[config.mk]
export PLATFORM = sky130hd
export DESIGN_NAME = ipi_regblk
export DESIGN_NICKNAME = d
export VERILOG_FILES = /design/src/rtl/ipi_pkg.sv /design/src/rtl/ipi_wr_decode.sv /design/src/rtl/ipi_chan_slice.sv /design/src/rtl/ipi_rd_mux.sv /design/src/rtl/ipi_regblk.sv
export SDC_FILE = /design/constraint.sdc
export NUM_CORES = 1
export LEC_CHECK = 0
export BUFFER_PORTS_ARGS = -buffer_cell sky130_fd_sc_hd__buf_4
export CAP_MARGIN = 20
export CORE_UTILIZATION = 41
export DETAILED_ROUTE_END_ITERATION = 8
export PLACE_DENSITY = 0.83
export SYNTH_ARGS = -nofsm -noshare
export SYNTH_HDL_FRONTEND = slang
export SYNTH_SLANG_ARGS = --single-unit
[constraint.sdc]
create_clock -name clk_i -period 2 [get_ports clk_i]
set_clock_uncertainty 0.05 [all_clocks]
set_input_delay 0.3 -clock clk_i [delete_from_list [all_inputs] [get_ports clk_i]]
set_output_delay 0.3 -clock clk_i [all_outputs]
set_load 0.005 [all_outputs]
[src/rtl/ipi_pkg.sv]
package ipi_pkg;
  localparam int NCH = 11;

  // word indices of registers
  localparam int W_TRIG = 0;
  localparam int W_OBS  = 1;
  localparam int W_STAT = 4;
  localparam int W_MASK = 5;
  localparam int W_EN   = 6;
  localparam int W_DIS  = 7;

  function automatic int chan_pos(input int i);
    case (i)
      0:  return 0;
      1:  return 8;
      2:  return 9;
      3:  return 16;
      4:  return 17;
      5:  return 18;
      6:  return 19;
      7:  return 24;
      8:  return 25;
      9:  return 26;
      default: return 27;
    endcase
  endfunction

  function automatic logic [31:0] chan_mask();
    logic [31:0] m;
    m = '0;
    for (int i = 0; i < NCH; i++) m[chan_pos(i)] = 1'b1;
    return m;
  endfunction

  typedef struct packed {
    logic trig;
    logic stat;
    logic en;
    logic dis;
  } wr_sel_t;

  typedef enum logic [1:0] {RD_ZERO, RD_OBS, RD_STAT, RD_MASK} rd_src_t;
endpackage

[src/rtl/ipi_wr_decode.sv]
module ipi_wr_decode
  import ipi_pkg::*;
#(
  parameter int ADDR_W = 8
) (
  input  logic [ADDR_W-1:0] addr_i,
  input  logic              we_i,
  output wr_sel_t           sel_o,
  output rd_src_t           src_o
);
  localparam int WORD_W = ADDR_W - 2;

  logic [WORD_W-1:0] word;
  assign word = addr_i[ADDR_W-1:2];

  always_comb begin
    sel_o = '0;
    src_o = RD_ZERO;
    if (word == WORD_W'(W_OBS))  src_o = RD_OBS;
    if (word == WORD_W'(W_STAT)) src_o = RD_STAT;
    if (word == WORD_W'(W_MASK)) src_o = RD_MASK;
    if (we_i) begin
      sel_o.trig = (word == WORD_W'(W_TRIG));
      sel_o.stat = (word == WORD_W'(W_STAT));
      sel_o.en   = (word == WORD_W'(W_EN));
      sel_o.dis  = (word == WORD_W'(W_DIS));
    end
  end
endmodule

[src/rtl/ipi_chan_slice.sv]
module ipi_chan_slice
  import ipi_pkg::*;
(
  input  logic    clk_i,
  input  logic    rst_ni,
  input  wr_sel_t sel_i,
  input  logic    wbit_i,
  input  logic    req_i,
  input  logic    obs_in_i,
  output logic    trig_o,
  output logic    stat_o,
  output logic    mask_o,
  output logic    obs_o
);
  logic trig_q, stat_q, mask_q, obs_q;
  logic clr;

  assign clr = sel_i.stat & wbit_i;

  always_ff @(posedge clk_i or negedge rst_ni) begin
    if (!rst_ni) begin
      trig_q <= 1'b0;
      stat_q <= 1'b0;
      mask_q <= 1'b1;
      obs_q  <= 1'b0;
    end else begin
      trig_q <= sel_i.trig & wbit_i;
      stat_q <= (stat_q & ~clr) | req_i;   // set wins over clear
      if (sel_i.en && wbit_i)       mask_q <= 1'b0;
      else if (sel_i.dis && wbit_i) mask_q <= 1'b1;
      obs_q  <= obs_in_i;
    end
  end

  assign trig_o = trig_q;
  assign stat_o = stat_q;
  assign mask_o = mask_q;
  assign obs_o  = obs_q;

  assert_trig_cause_R3: assert property (@(posedge clk_i) disable iff (!rst_ni)
    trig_q |-> $past(sel_i.trig && wbit_i));
  assert_trig_drop_R3: assert property (@(posedge clk_i) disable iff (!rst_ni)
    !(sel_i.trig && wbit_i) |=> !trig_q);
  assert_sticky_R4: assert property (@(posedge clk_i) disable iff (!rst_ni)
    (stat_q && !(sel_i.stat && wbit_i)) |=> stat_q);
  assert_set_wins_R5: assert property (@(posedge clk_i) disable iff (!rst_ni)
    (req_i && sel_i.stat && wbit_i) |=> stat_q);
  assert_unmask_R8: assert property (@(posedge clk_i) disable iff (!rst_ni)
    (sel_i.en && wbit_i) |=> !mask_q);
  assert_mask_R8: assert property (@(posedge clk_i) disable iff (!rst_ni)
    (sel_i.dis && wbit_i) |=> mask_q);
endmodule

[src/rtl/ipi_rd_mux.sv]
module ipi_rd_mux
  import ipi_pkg::*;
(
  input  rd_src_t     src_i,
  input  logic [31:0] obs_i,
  input  logic [31:0] stat_i,
  input  logic [31:0] mask_i,
  output logic [31:0] rdata_o
);
  always_comb begin
    unique case (src_i)
      RD_OBS:  rdata_o = obs_i;
      RD_STAT: rdata_o = stat_i;
      RD_MASK: rdata_o = mask_i;
      default: rdata_o = '0;
    endcase
  end
endmodule

[src/rtl/ipi_regblk.sv]
module ipi_regblk
  import ipi_pkg::*;
#(
  parameter int ADDR_W = 8
) (
  input  logic              clk_i,
  input  logic              rst_ni,
  input  logic [ADDR_W-1:0] bus_addr_i,
  input  logic              bus_we_i,
  input  logic [31:0]       bus_wdata_i,
  output logic [31:0]       bus_rdata_o,
  input  logic [31:0]       req_i,
  input  logic [31:0]       obs_in_i,
  output logic [NCH-1:0]    trig_o,
  output logic [NCH-1:0]    obs_o,
  output logic              irq_o
);
  localparam logic [31:0] CMASK = chan_mask();

  wr_sel_t  sel;
  rd_src_t  src;
  logic [NCH-1:0] stat_b, mask_b, obsr_b;
  logic [31:0] stat_v, mask_v, obsr_v;
  logic unused_bits;

  assign unused_bits = ^{req_i & ~CMASK, obs_in_i & ~CMASK, bus_wdata_i & ~CMASK};

  ipi_wr_decode #(.ADDR_W(ADDR_W)) u_dec (
    .addr_i(bus_addr_i), .we_i(bus_we_i), .sel_o(sel), .src_o(src)
  );

  for (genvar i = 0; i < NCH; i++) begin : g_ch
    localparam int P = chan_pos(i);
    ipi_chan_slice u_ch (
      .clk_i   (clk_i),
      .rst_ni  (rst_ni),
      .sel_i   (sel),
      .wbit_i  (bus_wdata_i[P]),
      .req_i   (req_i[P]),
      .obs_in_i(obs_in_i[P]),
      .trig_o  (trig_o[i]),
      .stat_o  (stat_b[i]),
      .mask_o  (mask_b[i]),
      .obs_o   (obsr_b[i])
    );
  end

  always_comb begin
    stat_v = '0;
    mask_v = '0;
    obsr_v = '0;
    for (int i = 0; i < NCH; i++) begin
      stat_v[chan_pos(i)] = stat_b[i];
      mask_v[chan_pos(i)] = mask_b[i];
      obsr_v[chan_pos(i)] = obsr_b[i];
    end
  end

  ipi_rd_mux u_rd (
    .src_i(src), .obs_i(obsr_v), .stat_i(stat_v), .mask_i(mask_v),
    .rdata_o(bus_rdata_o)
  );

  assign obs_o = stat_b;
  assign irq_o = |(stat_b & ~mask_b);

  assert_irq_masked_R9: assert property (@(posedge clk_i) disable iff (!rst_ni)
    (&mask_b) |-> !irq_o);
  assert_irq_idle_R9: assert property (@(posedge clk_i) disable iff (!rst_ni)
    (obs_o == '0) |-> !irq_o);
  assert_rsvd_zero_R1: assert property (@(posedge clk_i) disable iff (!rst_ni)
    (bus_rdata_o & ~CMASK) == '0);
endmodule

# Word-level counts from Yosys, hierarchy flattened
# Index checks and enable logic that the tools add are counted.
[totals]
ff_bits = 44
word_cells = 171
out_inout_bits = 55
inputBits = 107
[op_classes]
n_reduce_logical = 35
eq_ne = 8
n_bitwise = 57
mux = 27
[op_table]
columns = ["op", "count"]
rows = [
  ["28-bit case mux with 3 select lines", 1],
  ["1-bit AND", 33],
  ["6-bit by 3-bit == test with 1-bit output, second input constant", 4],
  ["1-bit 2-to-1 mux", 23],
  ["1-bit logical AND", 22],
  ["2-bit nonzero test", 11],
  ["11-bit AND", 1],
  ["1-bit inverter", 11],
  ["11-bit inverter", 1],
  ["1-bit bitwise OR", 11],
  ["11-bit OR reduction", 1],
  ["6-bit by 1-bit == test with 1-bit output, second input constant", 1],
  ["6-bit zero test", 1],
  ["2-bit == test, second input constant", 2],
  ["2-bit 2-to-1 mux", 2],
  ["4-bit 2-to-1 mux", 1],
  ["2-bit by 1-bit == test with 1-bit output, second input constant", 1],
]

# Depth between registers and ports, before layout
# Gate-level depths: netlist (run 1).
[depth]
ltp_word = 6
depth_mapped = 5
mapped_depth_nobuf = 4

# By module
# A second synthesis (run 1) with hierarchy kept.
[unflattened]
cells_unflattened = 205
area_unflattened_um2 = 2489.9
[by_module_without_submodules]
columns = ["module", "area_each_um2", "n_inst", "seq_area_each_um2", "cells_per_inst"]
rows = [
  ["ipi_chan_slice", 130.1, 11, 101.3, 9],
  ["ipi_rd_mux", 899.6, 1, 0.0, 77],
  ["ipi_regblk", 92.6, 1, 0.0, 18],
  ["ipi_wr_decode", 66.3, 1, 0.0, 11],
]

# Worst setup path after synthesis (run 1)
# OpenSTA, ideal clock, no wires.
[synth_path]
path_type = "input to output"
start = "in bus_addr_i[5]"
end = "out bus_rdata_o[0]"
path_buffers = 0
t_required_ns = 1.650
arrival_ns = 1.412
cell_stages = 4
path_slack_ns = 0.238
cell_sequence = "or4b_4 nor3b_2 nand2_1 o21ai_0"
[synth_between]
elab_chain_len = 6
elab_cells_between_ends = 10
classes_between = "6 x eq/ne; 4 x mux"
[synth_rtl]
columns = ["item", "line", "rtl"]
rows = [
  ["start, declared", "ipi_regblk.sv:8", "input logic [ADDR_W-1:0] bus_addr_i,"],
  ["6-bit by 1-bit == test with 1-bit output", "ipi_wr_decode.sv:19", "if (word == WORD_W'(W_OBS)) src_o = RD_OBS;"],
  ["1-bit 2-to-1 mux", "ipi_wr_decode.sv:19", ""],
  ["2-bit 2-to-1 mux", "ipi_wr_decode.sv:20", "if (word == WORD_W'(W_STAT)) src_o = RD_STAT;"],
  ["2-bit 2-to-1 mux (*)", "ipi_wr_decode.sv:21", "if (word == WORD_W'(W_MASK)) src_o = RD_MASK;"],
  ["2-bit == test or 2-bit by 1-bit == test with 1-bit output (tied branches)", "ipi_rd_mux.sv:11", "unique case (src_i)"],
  ["28-bit case mux with 3 select lines (*)", "ipi_rd_mux.sv:11", ""],
  ["end, declared", "ipi_regblk.sv:11", "output logic [31:0] bus_rdata_o,"],
]
# Every way passes the cells marked *; elsewhere a longest branch is shown, timed or not.

# Worst setup path in the final report (run 1)
[layout_path]
start = "in bus_addr_i[6]"
end = "out bus_rdata_o[27]"
# The elaborated chain is that of the path after synthesis.

==> flow_metrics.py, run 1 <==
metrics = {
    "synthesis": {
        "seq_area_frac_synth": 0.4992,
        "synthMuxAreaShare": 0.07731,
        "synth_edf_count": 0,
        "synthCells": 210,
        "async_reset_ff_frac": 1.000,
        "synthAdderAreaFrac": 0,
        "syn_area_per_cell_um2": 10.64,
        "synthXorXnorAreaFrac": 0,
        "synth_warnings": 0,
        "synth.distinct_cells": 31,
        "ys.flop_type": "dfrtp_1",
        "synth_compound_area_frac": 0.1104,
        "synth_top_family_by_area": "buffers and inverters",
        "synthSimpleGateAreaFrac": 0.1373,
        "netlist_area_um2": 2233,
        "synth-seq-cells": 44,
    },
    "routing": {
        "wl_met2_mm": 2.502,
        "dr.pass1.iters": 4,
        "wl_met1_mm": 2.122,
        "topRoutingLayerUsed": "met4",
        "routed_wl_mm": 4.971,
        "wl_met3_um": 273,
        "wire_per_inst_um": 14.49,
        "vias_per_cell": 4.638,
        "vias": 1591,
        "first_iter_violations": 62,
        "drc": 0,
        "antenna_left": 0,
    },
    "sta": {
        "hold_violations": 0,
        "tightestPinTransition_ps": 528.9,
        "max_freq_mhz": 495.5,
        "relSlewSlack": 0.6474,
        "period_needed_ps": 2018,
        "layout_setup_ws_ps": -18.16,
        "rsz0062_at_grt": "true",
        "period_share": 1.009,
        "holdWs_ps": 52.69,
        "slew_viol_final": 0,
        "finalSetupViolCount": 1,
    },
    "global_routing": {
        "grt_antenna_before_repair": 0,
        "grt_pass1_vias": 1574,
        "grt_pass1_wl_mm": 7.541,
        "track_usage": 0.1846,
        "grt_max_degree": 45,
        "gr-total-overflow": 0,
    },
    "critical_path": {
        "cp.required_ps": 1650,
        "reg2reg_slack_ps": 1190,
        "worst-path-max-fanout": 5,
        "crit_path_frequent_cell": "buf_6",
        "crit_arrival_ps": 1670,
        "path_class": "input port to output port",
        "start_kind": "input port",
        "timing.rr.start": "g_ch[7].u_ch.mask_o$_DFFE_PN1P_",
        "worstSetupStartpoint": "bus_addr_i[6]",
        "crit_path_max_incr_delay_ps": 550,
        "cp_slowest_cell": "or4b_4",
        "reg2regPathDepth": 1,
        "rr_endpoint": "g_ch[7].u_ch.mask_o$_DFFE_PN1P_",
        "crit_chain": "buf_6 -> or4b_4 -> nor3b_4 -> buf_6 -> nand2_1 -> o21ai_0 -> buf_4",
        "cp-end-kind": "output port",
    },
    "layout": {
        "final_cell_mix": "buf_4 (80), dfrtp_1 (33), nand2_1 (25), conb_1 (21)",
        "multiInputGateArea_um2": 853.3,
        "final_util": 0.5474,
        "stdcell_count": 343,
        "drive_above_1_share": 0.4835,
        "final_common_cell": "buf_4",
        "area_growth_syn_to_layout_pct": 26.78,
        "nets": 379,
        "design_area_um2": 2831,
        "insertedDiodeCount": 0,
        "seq_area_um2": 1115,
        "n_fill_cell": 450,
    },
    "floorplan": {
        "rows": 26,
        "initial_core_util": 0.4318,
        "core_area_um2": 5172,
        "die_h_um": 75.81,
        "die-area_um2": 5746,
        "die_x_um": 75.81,
        "num_io_pins": 162,
    },
    "worst_hold_path": {
        "hold_class": "input port to flop",
        "min_path_cells": 1,
        "worstHoldStart": "obs_in_i[8]",
        "hold_end": "g_ch[1].u_ch.obs_o$_DFF_PN0_",
    },
    "pwr": {
        "peakVddDrop_uv": 382.5,
        "powerDensity_nw_per_um2": 627.1,
        "p_leak_uw": 0.001357,
    },
    "clock_network": {
        "cts_tree": "yes",
        "cts_buffers": 5,
        "cts_buffer_depth": 2,
        "root_buffer": "clkbuf_8",
        "clk_latency_ps": 290,
        "clock_sinks": 44,
        "clkTransAtPathRegs_ps": 80,
        "cts-htree-levels": 2,
    },
    "placement": {
        "placed_cells": 333,
        "dp_slack_ps": 9.828,
        "gp_congestion": 0.7527,
        "placed_cell_area_um2": 2666,
        "portBuffers": 75,
        "dpl.hpwl_mm": 3.506,
    },
    "run_status": {
        "outcome": "complete, but fails checks",
        "violations": "negative setup slack",
    },
    "job": {
        "max_cap_violations": 0,
    },
}
area by class of cell:
type | instances | area share
clock buffer | 8 | 0.03182
inverter | 8 | 0.01061
multi-input combinational | 128 | 0.3014
sequential | 44 | 0.3937
tap | 70 | 0.03093
timing repair buffer | 85 | 0.2316
flip-flops by register name, summed over array words and instances, names as in the netlist:
| register | count |
|---|---|
| g_ch.u_ch.mask_o | 11 |
| g_ch.u_ch.obs_o | 11 |
| g_ch.u_ch.stat_o | 11 |
| g_ch.u_ch.trig_o | 11 |
metrics by stage:
step	total power [µW]	setup TNS (ps)
after floorplan	1118	0
after global placement	1202	0
after detailed placement	1209	0
after CTS	1785	0
after global routing	1863	-351.7
final	1776	-18.16
power by group:
part | internal, µW | leakage, µW | switching (µW) | total (µW)
Combinational | 126 | 0.000819 | 93.9 | 220
Clock | 282 | 0.0000455 | 287 | 569
Sequential | 955 | 0.000493 | 32.2 | 987
cells by family (layout without fill, tap and decap cells):
logic type,after synthesis,count (layout)
other,1,21
flip-flops,44,44
AO/OA/AOI/OAI,36,36
multiplexers,12,12
buffers and inverters,58,101
AND/OR/NAND/NOR,59,59
routing by layer:
layer / global-route usage / up-vias
met5: 0 / -
met4: 0.09053 / 0
met3: 0.05026 / 10
met2: 0.2920 / 76
met1: 0.2338 / 753
li1: - / 752
worst max-delay path, delay by kind of cell:
| kind | cells | cell delay [ps] |
|---|---|---|
| and+or+nand+nor | 3 | 870 |
| buffers and inverters | 3 | 410 |
| AOI/OAI and AO/OA | 1 | 80 |
synth_stat cells, types with 2 or more instances:
cell      instances  area, µm²
o22ai_1           2      12.51
and2_1           11      68.82
dfrtp_1          33      825.8
a22oi_1          11      82.58
buf_4            43      322.8
a21o_1           11      82.58
nand2b_1          3      18.77
nand2_1          32      120.1
mux2_2            2      22.52
dfstp_2          11      289.0
inv_1             8      30.03
nor2_1            2      7.510
mux2_4           10      150.1
o21ai_0          10      50.05
clkbuf_1          4      15.01
nand2_2           2      12.51
how the worst max path moves through the flow:
stage / endpoint / slack [ps] / cells after the start
after global routing: bus_rdata_o[26] / -50 / 7
after floorplan: bus_rdata_o[0] / 240 / 4
final: bus_rdata_o[27] / -20 / 7
after CTS: bus_rdata_o[26] / 2 / 7
after detailed placement: bus_rdata_o[26] / 10 / 7
after global placement: bus_rdata_o[9] / 30 / 7
what timing repair did:
action | 4_1_cts | 5_1_grt
setup buffers | 0 | 0
endpoints found under the setup margin | 0 | 10
gates resized for setup | 0 | 25
endpoints found under the hold margin | 33 | 0
hold buffers | 1 | 0
(Power assumes the default switching activity.)
==> run 2, diff against run 1 <==
--- a/config.mk
+++ b/config.mk
@@ -5,9 +5,10 @@
 export SDC_FILE = /design/constraint.sdc
 export NUM_CORES = 1
 export LEC_CHECK = 0
+export ABC_AREA = 1
 export BUFFER_PORTS_ARGS = -buffer_cell sky130_fd_sc_hd__buf_4
 export CAP_MARGIN = 20
-export CORE_UTILIZATION = 41
+export CORE_UTILIZATION = 43
 export DETAILED_ROUTE_END_ITERATION = 8
 export PLACE_DENSITY = 0.83
 export SYNTH_ARGS = -nofsm -noshare
==> flow_metrics.py, run 2 <==
metrics = {
    "run_status": {
        "outcome": "completed",
    },
    "synthesis": {
        "synth.largest_area_cell": "dfrtp_1",
        "synth.distinct_cells": 20,
        "netlist_area_um2": 2569,
        "synth-seq-cells": 44,
        "synthXorXnorAreaFrac": 0,
        "synth_top_family_by_area": "simple AND/OR/NAND/NOR gates",
        "synth_edf_count": 0,
        "syn_area_per_cell_um2": 8.422,
        "synthCells": 305,
        "async_reset_ff_frac": 1.000,
        "synth.area.top_cells": "dfrtp_1 (32%), buf_4 (14%), dfstp_2 (11%), nand2_1 (8.2%), nand4_1 (8.0%)",
        "synthSimpleGateAreaFrac": 0.3273,
        "synthMuxAreaShare": 0,
        "synth_warnings": 0,
        "seq_area_frac_synth": 0.4340,
        "synth_compound_area_frac": 0.004871,
        "yosys-top-cells-count": "nand2_1 (56), buf_4 (47), nand3_1 (38), inv_1 (37)",
        "ys.flop_type": "dfrtp_1",
        "synth_most_common_cell": "nand2_1",
        "synthAdderAreaFrac": 0,
        "synth_top_area_frac": 0.3215,
    },
    "layout": {
        "drive_above_1_share": 0.3634,
        "area_growth_syn_to_layout_pct": 17.88,
        "insertedDiodeCount": 0,
        "final_cell_mix": "buf_4 (80), nand2_1 (56), nand3_1 (38), inv_1 (37)",
        "final_common_cell": "buf_4",
        "stdcell_count": 427,
        "design_area_um2": 3028,
        "nets": 461,
        "seq_area_um2": 1115,
        "multiInputGateArea_um2": 932.1,
        "n_fill_cell": 531,
    },
    "pwr": {
        "power.total_uw": 1965,
        "powerDensity_nw_per_um2": 649.0,
        "peakVddDrop_uv": 404.1,
        "p_leak_uw": 0.001608,
    },
    "routing": {
        "antenna_left": 0,
        "wire_per_inst_um": 12.27,
        "vias": 2037,
        "first_iter_violations": 59,
        "dr.pass1.iters": 4,
        "routed_wl_mm": 5.238,
        "drc": 0,
        "vias_per_cell": 4.770,
    },
    "sta": {
        "finalSetupViolCount": 0,
        "period_needed_ps": 1721,
        "relSlewSlack": 0.6430,
        "max_freq_mhz": 581.1,
        "holdWs_ps": 55.63,
        "hold_violations": 0,
        "slew_viol_final": 0,
        "totalNegativeSetupSlack_ps": 0,
        "period_share": 0.8604,
        "tightestPinTransition_ps": 535.5,
        "rsz0062_at_grt": "false",
    },
    "critical_path": {
        "worst-path-max-fanout": 3,
        "reg2regPathDepth": 2,
        "crit_arrival_ps": 1370,
        "reg2reg_slack_ps": 1210,
        "crit_chain": "inv_1 -> nand2_1 -> nand3_1 -> nor2_1 -> nand2_1 -> buf_4",
        "cp.required_ps": 1650,
        "start_kind": "flop",
        "crit_path_max_incr_delay_ps": 560,
        "crit_path_frequent_cell": "nand2_1",
        "cp.depth": 6,
        "path_class": "flop to output port",
        "crit_buf_inv": 2,
        "critPathTopFamily": "flip-flops",
        "cp_slowest_cell": "dfstp_2",
        "cp-end-kind": "output port",
    },
    "clock_network": {
        "clk_latency_ps": 290,
        "cts_buffers": 5,
        "cts.repair.resized": 0,
        "cts_hold_buf": 1,
        "cts_setup_buffers": 0,
        "root_buffer": "clkbuf_8",
        "cts-htree-levels": 2,
        "cts_tree": "yes",
        "cts_buffer_depth": 2,
        "clkTransAtPathRegs_ps": 90,
        "clock_sinks": 44,
    },
    "global_routing": {
        "grt_pass1_wl_mm": 8.756,
        "gr-total-overflow": 0,
        "track_usage": 0.1821,
        "grt_max_degree": 45,
        "grt_pass1_vias": 1858,
        "grt_antenna_before_repair": 0,
    },
    "placement": {
        "gp_congestion": 0.7998,
        "placed_cell_area_um2": 2892,
        "dpl.hpwl_mm": 3.939,
        "portBuffers": 75,
        "placed_cells": 418,
    },
    "floorplan": {
        "core_area_um2": 5642,
        "num_io_pins": 162,
        "initial_core_util": 0.4553,
        "die-area_um2": 6287,
        "rows": 27,
        "die_h_um": 79.29,
        "die_x_um": 79.29,
    },
    "job": {
        "max_cap_violations": 0,
    },
    "worst_hold_path": {
        "hold_class": "input port to flop",
        "min_path_cells": 1,
    },
}
run 2: cell families after synthesis:
kind of cell           count (synthesis)
AND/OR/NAND/NOR                      158
buffers and inverters                100
flip-flops                            44
AO/OA/AOI/OAI                          2
other                                  1
run 2: final cells by class:
cell class,count,share of cell area
flip-flops and latches,44,0.3682
multi-input cells,181,0.3079
repair buffers,81,0.2017
inverters,41,0.05083
clock buffers,7,0.03182
well taps,72,0.02975
clock inverters,1,0.009917
run 2: per-layer routing:
layer	GRT usage	part of all wire	vias up
li1	-	-	1009
met1	0.2259	0.43	937
met2	0.2983	0.48	83
met3	0.05402	0.074	8
met4	0.06727	0.019	0
met5	0	0	-
run 2: path summary, 6_finish.rpt:
path | from | to
setup / recovery | g_ch[8].u_ch.mask_o$_DFFE_PN1P_ | irq_o
hold / removal | obs_in_i[19] | g_ch[6].u_ch.obs_o$_DFF_PN0_
setup reg to reg | g_ch[3].u_ch.mask_o$_DFFE_PN1P_ | g_ch[3].u_ch.mask_o$_DFFE_PN1P_
hold reg to reg | g_ch[1].u_ch.mask_o$_DFFE_PN1P_ | g_ch[1].u_ch.mask_o$_DFFE_PN1P_
max in group asynchronous | rst_ni | g_ch[0].u_ch.mask_o$_DFFE_PN1P_
min in group asynchronous | rst_ni | g_ch[7].u_ch.obs_o$_DFF_PN0_
run 2: worst reg2reg max path: cells and delay by family (launching register included):
kind	cells	cell delay (ps)
flops	1	550
simple gates	2	140
run 2: through the flow:
stage / setup WS (ps) / utilization
2_1_floorplan: 768.4 / -
3_3_place_gp: 380.5 / 0.5125
3_5_place_dp: 336.3 / 0.5125
4_1_cts: 282.1 / 0.5367
5_1_grt: 173.7 / 0.5367
6_report: 279.1 / 0.5367
run 2: report_power, final:
part | internal (µW) | switching (µW)
clock network | 441 | 297
logic | 97.4 | 145
registers | 953 | 31.4
